<file path="src/rtl/fcmp_pkg.sv">
package fcmp_pkg;
  typedef enum logic [1:0] {
    ORD_LT = 2'd0,
    ORD_EQ = 2'd1,
    ORD_GT = 2'd2,
    ORD_UN = 2'd3
  } order_e;

  typedef struct packed {
    logic n;
    logic z;
    logic c;
    logic v;
  } nzcv_t;

  function automatic nzcv_t flags_of(order_e o);
    nzcv_t f;
    f = '0;
    case (o)
      ORD_LT: f.n = 1'b1;
      ORD_EQ: begin f.z = 1'b1; f.c = 1'b1; end
      ORD_GT: f.c = 1'b1;
      default: begin f.c = 1'b1; f.v = 1'b1; end
    endcase
    return f;
  endfunction
endpackage

</file>
<file path="src/rtl/fcmp_unpack.sv">
module fcmp_unpack #(
  parameter int SE = 8,
  parameter int SM = 23,
  parameter int DE = 11,
  parameter int DM = 52,
  localparam int DW = 1 + DE + DM,
  localparam int SW = 1 + SE + SM,
  localparam int KW = DE + DM
) (
  input  logic [DW-1:0] raw,
  input  logic          dbl_sel,
  output logic          sign,
  output logic          is_nan,
  output logic          is_zero,
  output logic [KW-1:0] key
);
  logic [SE-1:0] s_exp;
  logic [SM-1:0] s_man;
  logic [DE-1:0] d_exp;
  logic [DM-1:0] d_man;

  assign s_exp = raw[SE+SM-1:SM];
  assign s_man = raw[SM-1:0];
  assign d_exp = raw[DE+DM-1:DM];
  assign d_man = raw[DM-1:0];

  always_comb begin
    if (dbl_sel) begin
      sign    = raw[DW-1];
      is_nan  = (&d_exp) && (|d_man);
      is_zero = ~|{d_exp, d_man};
      key     = {d_exp, d_man};
    end else begin
      sign    = raw[SW-1];
      is_nan  = (&s_exp) && (|s_man);
      is_zero = ~|{s_exp, s_man};
      key     = KW'({s_exp, s_man});
    end
  end
endmodule

</file>
<file path="src/rtl/fcmp_order.sv">
module fcmp_order
  import fcmp_pkg::*;
#(
  parameter int KW = 63
) (
  input  logic          a_sign,
  input  logic          a_nan,
  input  logic          a_zero,
  input  logic [KW-1:0] a_key,
  input  logic          b_sign,
  input  logic          b_nan,
  input  logic          b_zero,
  input  logic [KW-1:0] b_key,
  output order_e        order
);
  logic mag_lt;
  logic mag_eq;

  assign mag_lt = a_key < b_key;
  assign mag_eq = a_key == b_key;

  always_comb begin
    if (a_nan || b_nan) begin
      order = ORD_UN;
    end else if (a_zero && b_zero) begin
      order = ORD_EQ;
    end else if (a_sign != b_sign) begin
      order = a_sign ? ORD_LT : ORD_GT;
    end else if (mag_eq) begin
      order = ORD_EQ;
    end else if (a_sign) begin
      order = mag_lt ? ORD_GT : ORD_LT;
    end else begin
      order = mag_lt ? ORD_LT : ORD_GT;
    end
  end
endmodule

</file>
<file path="src/rtl/fcmp_flagreg.sv">
module fcmp_flagreg
  import fcmp_pkg::*;
#(
  parameter int STAT_W = 32,
  localparam int FTOP = STAT_W - 4
) (
  input  logic              clk,
  input  logic              rst_n,
  input  logic              load,
  input  nzcv_t             din,
  input  logic              xfer,
  output nzcv_t             fp_flags,
  output logic [3:0]        core_flags,
  output logic [STAT_W-1:0] status_word
);
  always_ff @(posedge clk) begin
    if (!rst_n) begin
      fp_flags   <= '0;
      core_flags <= '0;
    end else begin
      if (load) fp_flags <= din;
      if (xfer) core_flags <= fp_flags;
    end
  end

  assign status_word = {fp_flags, {FTOP{1'b0}}};

  a_r8_hold: assert property (@(posedge clk) disable iff (!rst_n)
    !load |=> $stable(fp_flags));

  a_r10_core_copy: assert property (@(posedge clk) disable iff (!rst_n)
    xfer |=> core_flags == $past(fp_flags));

  a_r4_n_c_exclusive: assert property (@(posedge clk) disable iff (!rst_n)
    !(fp_flags.n && fp_flags.c));
endmodule

</file>
<file path="src/rtl/fcmp_nzcv.sv">
module fcmp_nzcv
  import fcmp_pkg::*;
#(
  parameter int SE = 8,
  parameter int SM = 23,
  parameter int DE = 11,
  parameter int DM = 52,
  parameter int STAT_W = 32,
  localparam int DW = 1 + DE + DM,
  localparam int KW = DE + DM
) (
  input  logic              clk,
  input  logic              rst_n,
  input  logic              cmp_valid,
  output logic              cmp_ready,
  input  logic              dbl_sel,
  input  logic              cmp_zero,
  input  logic [DW-1:0]     op_a,
  input  logic [DW-1:0]     op_b,
  input  logic              xfer_core,
  output logic [STAT_W-1:0] status_word,
  output logic [3:0]        core_flags
);
  logic [DW-1:0] opnd [2];
  logic          sgn  [2];
  logic          nan  [2];
  logic          zer  [2];
  logic [KW-1:0] key  [2];
  order_e        order;
  nzcv_t         fp_flags;
  logic          fire;

  assign cmp_ready = 1'b1;
  assign fire      = cmp_valid && cmp_ready;
  assign opnd[0]   = op_a;
  assign opnd[1]   = cmp_zero ? '0 : op_b;

  for (genvar i = 0; i < 2; i++) begin : g_unpack
    fcmp_unpack #(.SE(SE), .SM(SM), .DE(DE), .DM(DM)) u_unpack (
      .raw     (opnd[i]),
      .dbl_sel (dbl_sel),
      .sign    (sgn[i]),
      .is_nan  (nan[i]),
      .is_zero (zer[i]),
      .key     (key[i])
    );
  end

  fcmp_order #(.KW(KW)) u_order (
    .a_sign (sgn[0]), .a_nan (nan[0]), .a_zero (zer[0]), .a_key (key[0]),
    .b_sign (sgn[1]), .b_nan (nan[1]), .b_zero (zer[1]), .b_key (key[1]),
    .order  (order)
  );

  fcmp_flagreg #(.STAT_W(STAT_W)) u_flags (
    .clk         (clk),
    .rst_n       (rst_n),
    .load        (fire),
    .din         (flags_of(order)),
    .xfer        (xfer_core),
    .fp_flags    (fp_flags),
    .core_flags  (core_flags),
    .status_word (status_word)
  );

  a_r2_unordered: assert property (@(posedge clk) disable iff (!rst_n)
    (fire && (nan[0] || nan[1])) |=> status_word[STAT_W-1 -: 4] == 4'b0011);

  a_r3_same_bits_equal: assert property (@(posedge clk) disable iff (!rst_n)
    (fire && !nan[0] && opnd[0] == opnd[1]) |=> status_word[STAT_W-1 -: 4] == 4'b0110);

  a_r5_signed_zero: assert property (@(posedge clk) disable iff (!rst_n)
    (fire && zer[0] && zer[1]) |=> status_word[STAT_W-1 -: 4] == 4'b0110);
endmodule

</file>
<file path="config.mk">
export PLATFORM = sky130hd
export DESIGN_NAME = fcmp_nzcv
export DESIGN_NICKNAME = d
export VERILOG_FILES = /design/src/rtl/fcmp_pkg.sv /design/src/rtl/fcmp_unpack.sv /design/src/rtl/fcmp_order.sv /design/src/rtl/fcmp_flagreg.sv /design/src/rtl/fcmp_nzcv.sv
export SDC_FILE = /design/constraint.sdc
export NUM_CORES = 1
export LEC_CHECK = 0
export ABC_AREA = 1
export BUFFER_PORTS_ARGS = -buffer_cell sky130_fd_sc_hd__buf_2
export CAP_MARGIN = 40
export CORE_UTILIZATION = 51
export CTS_CLUSTER_SIZE = 14
export DETAILED_ROUTE_END_ITERATION = 16
export GPL_TIMING_DRIVEN = 0
export HOLD_SLACK_MARGIN = 0.05
export PLACE_DENSITY = 0.93
export SETUP_SLACK_MARGIN = 0.5
export SKIP_CTS_REPAIR_TIMING = 1
export SLEW_MARGIN = 20
export SYNTH_ARGS = -nofsm -noshare
export SYNTH_HDL_FRONTEND = slang
export SYNTH_SLANG_ARGS = --single-unit
</file>
<file path="constraint.sdc">
create_clock -name clk -period 5.8 [get_ports clk]
set_clock_uncertainty 0.1 [all_clocks]
set_input_delay 0.87 -clock clk [delete_from_list [all_inputs] [get_ports clk]]
set_output_delay 0.87 -clock clk [all_outputs]
set_load 0.02 [all_outputs]
</file>
=== Word level (Yosys, flattened, before mapping) ===
Index checks and enable logic that the tools add are counted.

* Bits in registers: 8
* Bits in latches: 0
* RAM bits: 0
* Memory bits (read-only): 0
* Bits of input ports: 134
* Output and inout port bits: 37
* Logic and storage cells: 55
* Memories: 0

* Add/sub/neg operators: 0
* $mul: 0
* Div/mod/pow operators: 0
* Order comparisons: 1
* Equality and inequality tests: 4
* Shift-type cells: 0
* Muxes and demuxes: 21
* Bitwise logic cells: 0
* Reductions and logical operators: 24

{| class="wikitable"
|+ Operators with widths
! operator !! count
|-
| 63-bit 2-to-1 mux || 2
|-
| 63-bit OR reduction || 2
|-
| 52-bit OR reduction || 2
|-
| 64-bit 2-to-1 mux || 1
|-
| 63-bit equality test || 1
|-
| 63-bit less-than comparator || 1
|-
| 31-bit OR reduction || 2
|-
| 23-bit OR reduction || 2
|-
| 11-bit AND reduction || 2
|-
| 2-bit 2-to-1 mux || 8
|-
| 8-bit AND reduction || 2
|-
| 1-bit 2-to-1 mux || 10
|-
| 1-bit logical AND || 5
|-
| 1-bit zero test || 4
|-
| 3-bit OR reduction || 1
|-
| 2-bit by 1-bit equality test with 1-bit output (second input constant) || 1
|-
| 2-bit equality test (second input constant) || 1
|-
| 2-bit zero test || 1
|-
| 1-bit logical OR || 1
|-
| 1-bit != test || 1
|}

=== Longest topological paths before layout ===
* Depth in word-level cells: 12
* Depth in mapped cells: 21
* Depth with buffers taken out: 19

=== Cells and area by module ===
Synthesis repeated with hierarchy kept, for this count alone.

* Cells, all modules: 929
* Area total of the unflattened synthesis: 4814.6 um2

{| class="wikitable"
|+ Modules (own cells, without submodules)
! module !! instances !! cells an instance !! area an instance (um2) !! seq. area each (um2)
|-
| fcmp_order || 1 || 325 || 1881.8 || 0.0
|-
| fcmp_unpack || 2 || 188 || 865.8 || 0.0
|-
| fcmp_flagreg || 1 || 84 || 604.3 || 160.2
|-
| fcmp_nzcv || 1 || 144 || 596.8 || 0.0
|}

=== Worst setup path before layout ===
Ideal clock, no wire load.

* Kind: in2reg
* Start: in dbl_sel
* End: reg, netlist name u_flags.fp_flags[1]
* Library setup time: 109 ps
* Arrival: 2947 ps
* Data required time: 5591 ps
* Slack: 2644 ps
* Cell stages on the path: 21
* Path buffers: 2
* Cell sequence: buf_2 inv_1 nor2_1 clkbuf_1 nand2_1 ha_1 nand2_1 nor2_1 nand2_1 nor2_1 nand2_1 nor2_1 nand2_1 nand2_1 nor2_1 nand2_1 nand2_1 nand4_1 nand3_1 nand2_1 inv_1

* Longest elaborated chain between the ends: 10
* Elaborated cells between the ends (all ways): 23
* Those cells by class: order compare: 1; eq/ne: 2; mux: 17; reduce/logical: 3

{| class="wikitable"
|+ RTL lines
! what !! line !! text
|-
| start: declaration || fcmp_nzcv.sv:16 || <nowiki>input logic dbl_sel,</nowiki>
|-
| 63-bit 2-to-1 mux || fcmp_unpack.sv:28 || <nowiki>if (dbl_sel) begin</nowiki>
|-
| 63-bit less-than comparator || fcmp_order.sv:19 || <nowiki>assign mag_lt = a_key < b_key;</nowiki>
|-
| 2-bit 2-to-1 mux, on equally long branches || fcmp_order.sv:34, fcmp_order.sv:32 ||
|-
| 2-bit 2-to-1 mux || fcmp_order.sv:31 || <nowiki>end else if (a_sign) begin</nowiki>
|-
| 2-bit 2-to-1 mux || fcmp_order.sv:29 || <nowiki>end else if (mag_eq) begin</nowiki>
|-
| 2-bit 2-to-1 mux || fcmp_order.sv:27 || <nowiki>end else if (a_sign != b_sign) begin</nowiki>
|-
| 2-bit 2-to-1 mux || fcmp_order.sv:25 || <nowiki>end else if (a_zero && b_zero) begin</nowiki>
|-
| 2-bit 2-to-1 mux * || fcmp_order.sv:23 || <nowiki>if (a_nan || b_nan) begin</nowiki>
|-
| 2-bit zero test * || fcmp_pkg.sv:19 || <nowiki>case (o)</nowiki>
|-
| 1-bit 2-to-1 mux * || fcmp_pkg.sv:19 ||
|}

Mark *: on every way between the ends. The rest lies on a longest branch, timed or not.
A chain may end at the register's enable or synchronous reset.

=== Worst setup path in the final report ===
* Start: in dbl_sel
* End: reg, netlist name u_flags.fp_flags[1]

* Longest elaborated chain between the ends: 10
* Elaborated cells between the ends (all ways): 23
* Those cells by class: order compare: 1; eq/ne: 2; mux: 17; reduce/logical: 3

{| class="wikitable"
|+ RTL lines
! what !! line
|-
| 63-bit 2-to-1 mux || fcmp_unpack.sv:28
|-
| 63-bit less-than comparator || fcmp_order.sv:19
|-
| 2-bit 2-to-1 mux, on equally long branches || fcmp_order.sv:34, fcmp_order.sv:32
|-
| 2-bit 2-to-1 mux || fcmp_order.sv:31
|-
| 2-bit 2-to-1 mux || fcmp_order.sv:29
|-
| 2-bit 2-to-1 mux || fcmp_order.sv:27
|-
| 2-bit 2-to-1 mux || fcmp_order.sv:25
|-
| 2-bit 2-to-1 mux * || fcmp_order.sv:23
|-
| 2-bit zero test * || fcmp_pkg.sv:19
|-
| 1-bit 2-to-1 mux * || fcmp_pkg.sv:19
|}

Marks and branches as above.

==> flow_summary.json <==
{
  "hpwl_um": 8430,
  "p_leak_uw": 0.00263,
  "cts.clk_slew.worst_paths_ps": 40,
  "stdcell_count": 869,
  "clock_latency_ps": 230,
  "dr.pass1.iters": 4,
  "hold_ws_ps": 382,
  "clock-root-buffer": "clkbuf_8",
  "ys_types": 26,
  "vdd_drop_max_uv": 77.0,
  "nFillCells": 592,
  "ys_ff_latch": 8,
  "antenna_cells": 0,
  "route.detailed.drc": 0,
  "vias_per_cell": 4.87,
  "setup_viol": 0,
  "fmax_ghz": 0.289,
  "min_period_over_period": 0.598,
  "yosysSeqAreaShare": 0.0481,
  "core_sq_um": 6310,
  "area_delta_synth_final_pct": 28.2,
  "grt_pass1_wl_um": 16200,
  "final_common_cell": "nand2_1",
  "vias": 4233,
  "place.gp.congestion": 0.896,
  "rsz0062_at_grt": "no",
  "slew_viol_final": 0,
  "syn_inst": 622,
  "fin_ws_ps": 2330,
  "antenna_found_initial": 0,
  "start_kind": "input pin",
  "cp-end-kind": "register",
  "core.rowCount": 29,
  "fin_crit_ps": 3470,
  "htree_num_levels": 1,
  "grt_max_degree": 11,
  "syn-mean-instance-area_sq_um": 5.35,
  "numCtsBuffers": 3,
  "fin_nets": 991,
  "critPathKind": "input pin to register",
  "ant_nets": 0,
  "status": "complete, no violations",
  "cap_viol_max_count": 0,
  "worstPathMaxFanout": 10,
  "clockBufferDepth": 2,
  "grt_overflow": 0,
  "dp_slack_ps": 2160,
  "drt_iter0_drc": 120,
  "numPortBuffers": 140,
  "ys_warn_count": 0,
  "dp_cells": 866,
  "track_usage": 0.272,
  "clkSinkCount": 8,
  "finalSetupTns_ps": 0,
  "final_hold_viol_count": 0,
  "crit_arrival_ps": 3490,
  "die_height_um": 82.8,
  "cp.required_ps": 5830,
  "routedWlPerCell_um": 11.0,
  "synth_area_sq_um": 3330,
  "layout_common_cells": "nand2_1 (232), buf_2 (142), nor2_1 (105)",
  "hold_path_class": "register to register",
  "cts_tree": "built",
  "start_util": 0.527,
  "drive_above_1_share": 0.237,
  "die_x_um": 82.8,
  "p_per_area_nw_per_um2": 96.3,
  "num_io_pins": 171,
  "finalWirelength_um": 9560,
  "dieArea_sq_um": 6860,
  "grt_pass1_vias": 4042
}
final cells by class:
cell class / instances / area, sq um / share of cell area
repair buffers: 140 / 701 / 0.164
inverters: 67 / 251 / 0.0589
multi-input cells: 534 / 2740 / 0.641
clock buffers: 3 / 41.3 / 0.00967
plain buffers: 40 / 284 / 0.0665
flip-flops and latches: 8 / 160 / 0.0375
well taps: 77 / 96.3 / 0.0226
synthesized netlist by cell type:
library cell  instances  area [sq um]
nand2_1             232           871
nor2_1              105           394
inv_1                66           248
ha_1                 63           788
a21oi_1              33           165
buf_4                29           218
nand3_1              18          90.1
o21ai_0              17          85.1
nand4_1               9          56.3
dfxtp_1               8           160
nand2_2               6          37.5
nor3_1                5          25.0
o21a_1                4          30.0
buf_1                 3          11.3
buf_6                 3          33.8
clkbuf_1              3          11.3
nand3b_1              3          22.5
nor4_1                3          18.8
buf_2                 2          10.0
conb_1                2          7.51
nor2_2                2          12.5
or2_2                 2          12.5
and2_0                1          6.26
and2_1                1          6.26
inv_2                 1          3.75
o21ai_1               1          5.00
kinds of logic (layout without fill, tap and decap cells):
logic type               count (synthesis)  in the layout  synth area share
adder cells (fa/ha/maj)                 63             63             0.237
AO/OA/AOI/OAI                           55             55            0.0857
flip-flops                               8              8            0.0481
buffers and inverters                  107            250             0.161
AND/OR/NAND/NOR                        387            387             0.466
other                                    2             29           0.00226
layer usage:
| metal | track usage | up-vias | wire length [um] |
|---|---|---|---|
| met4 | 0.0737 | 0 | 126 |
| met2 | 0.529 | 148 | 4710 |
| li1 | - | 2246 | - |
| met3 | 0.0318 | 12 | 560 |
| met1 | 0.307 | 1827 | 4160 |
| met5 | 0 | - | 0 |
registers in the layout (all words and copies together), names as in the netlist:
name,cells
u_flags.core_flags,4
u_flags.fp_flags,4
power by group:
group	internal (uW)	switching [uW]	leakage [uW]	total, uW
Clock	45.0	22.8	0.0000216	67.8
Combinational	119	163	0.00254	282
Sequential	58.9	2.22	0.0000659	61.2
final timing paths:
path	startpoint	slack [ps]	depth (start not counted)	end
min reg2reg	u_flags.fp_flags[0]$_SDFFE_PN0P_	380	2	u_flags.fp_flags[0]$_SDFFE_PN0P_
max reg2reg	u_flags.fp_flags[1]$_SDFFE_PN0P_	5040	4	u_flags.fp_flags[1]$_SDFFE_PN0P_
min	u_flags.fp_flags[0]$_SDFFE_PN0P_	380	2	u_flags.fp_flags[0]$_SDFFE_PN0P_
max	dbl_sel	2330	20	u_flags.fp_flags[1]$_SDFFE_PN0P_
per-stage QoR:
stage | area [sq um] | power [uW] | utilization
after floorplan | 3430 | 242 | -
after global placement | 4230 | 332 | 0.670
after detailed placement | 4230 | 340 | 0.670
after CTS | 4270 | 408 | 0.676
after global routing | 4270 | 452 | 0.676
final | 4270 | 411 | 0.676
worst max-delay path: stages:
cell	delay [ps]
buf_2	200
inv_1	130
nor2_1	250
clkbuf_1	420
nand2_1	100
ha_1	320
nand2_1	70
nor2_1	220
and2_1	160
nand2_1	80
nor2_1	100
nand2_1	60
nand2_1	60
nor2_1	50
nand2_1	60
nand2_1	60
nand4_1	100
nand3_1	80
nand2_1	60
inv_1	30
No activity file was read; power rests on OpenSTA's default activity.
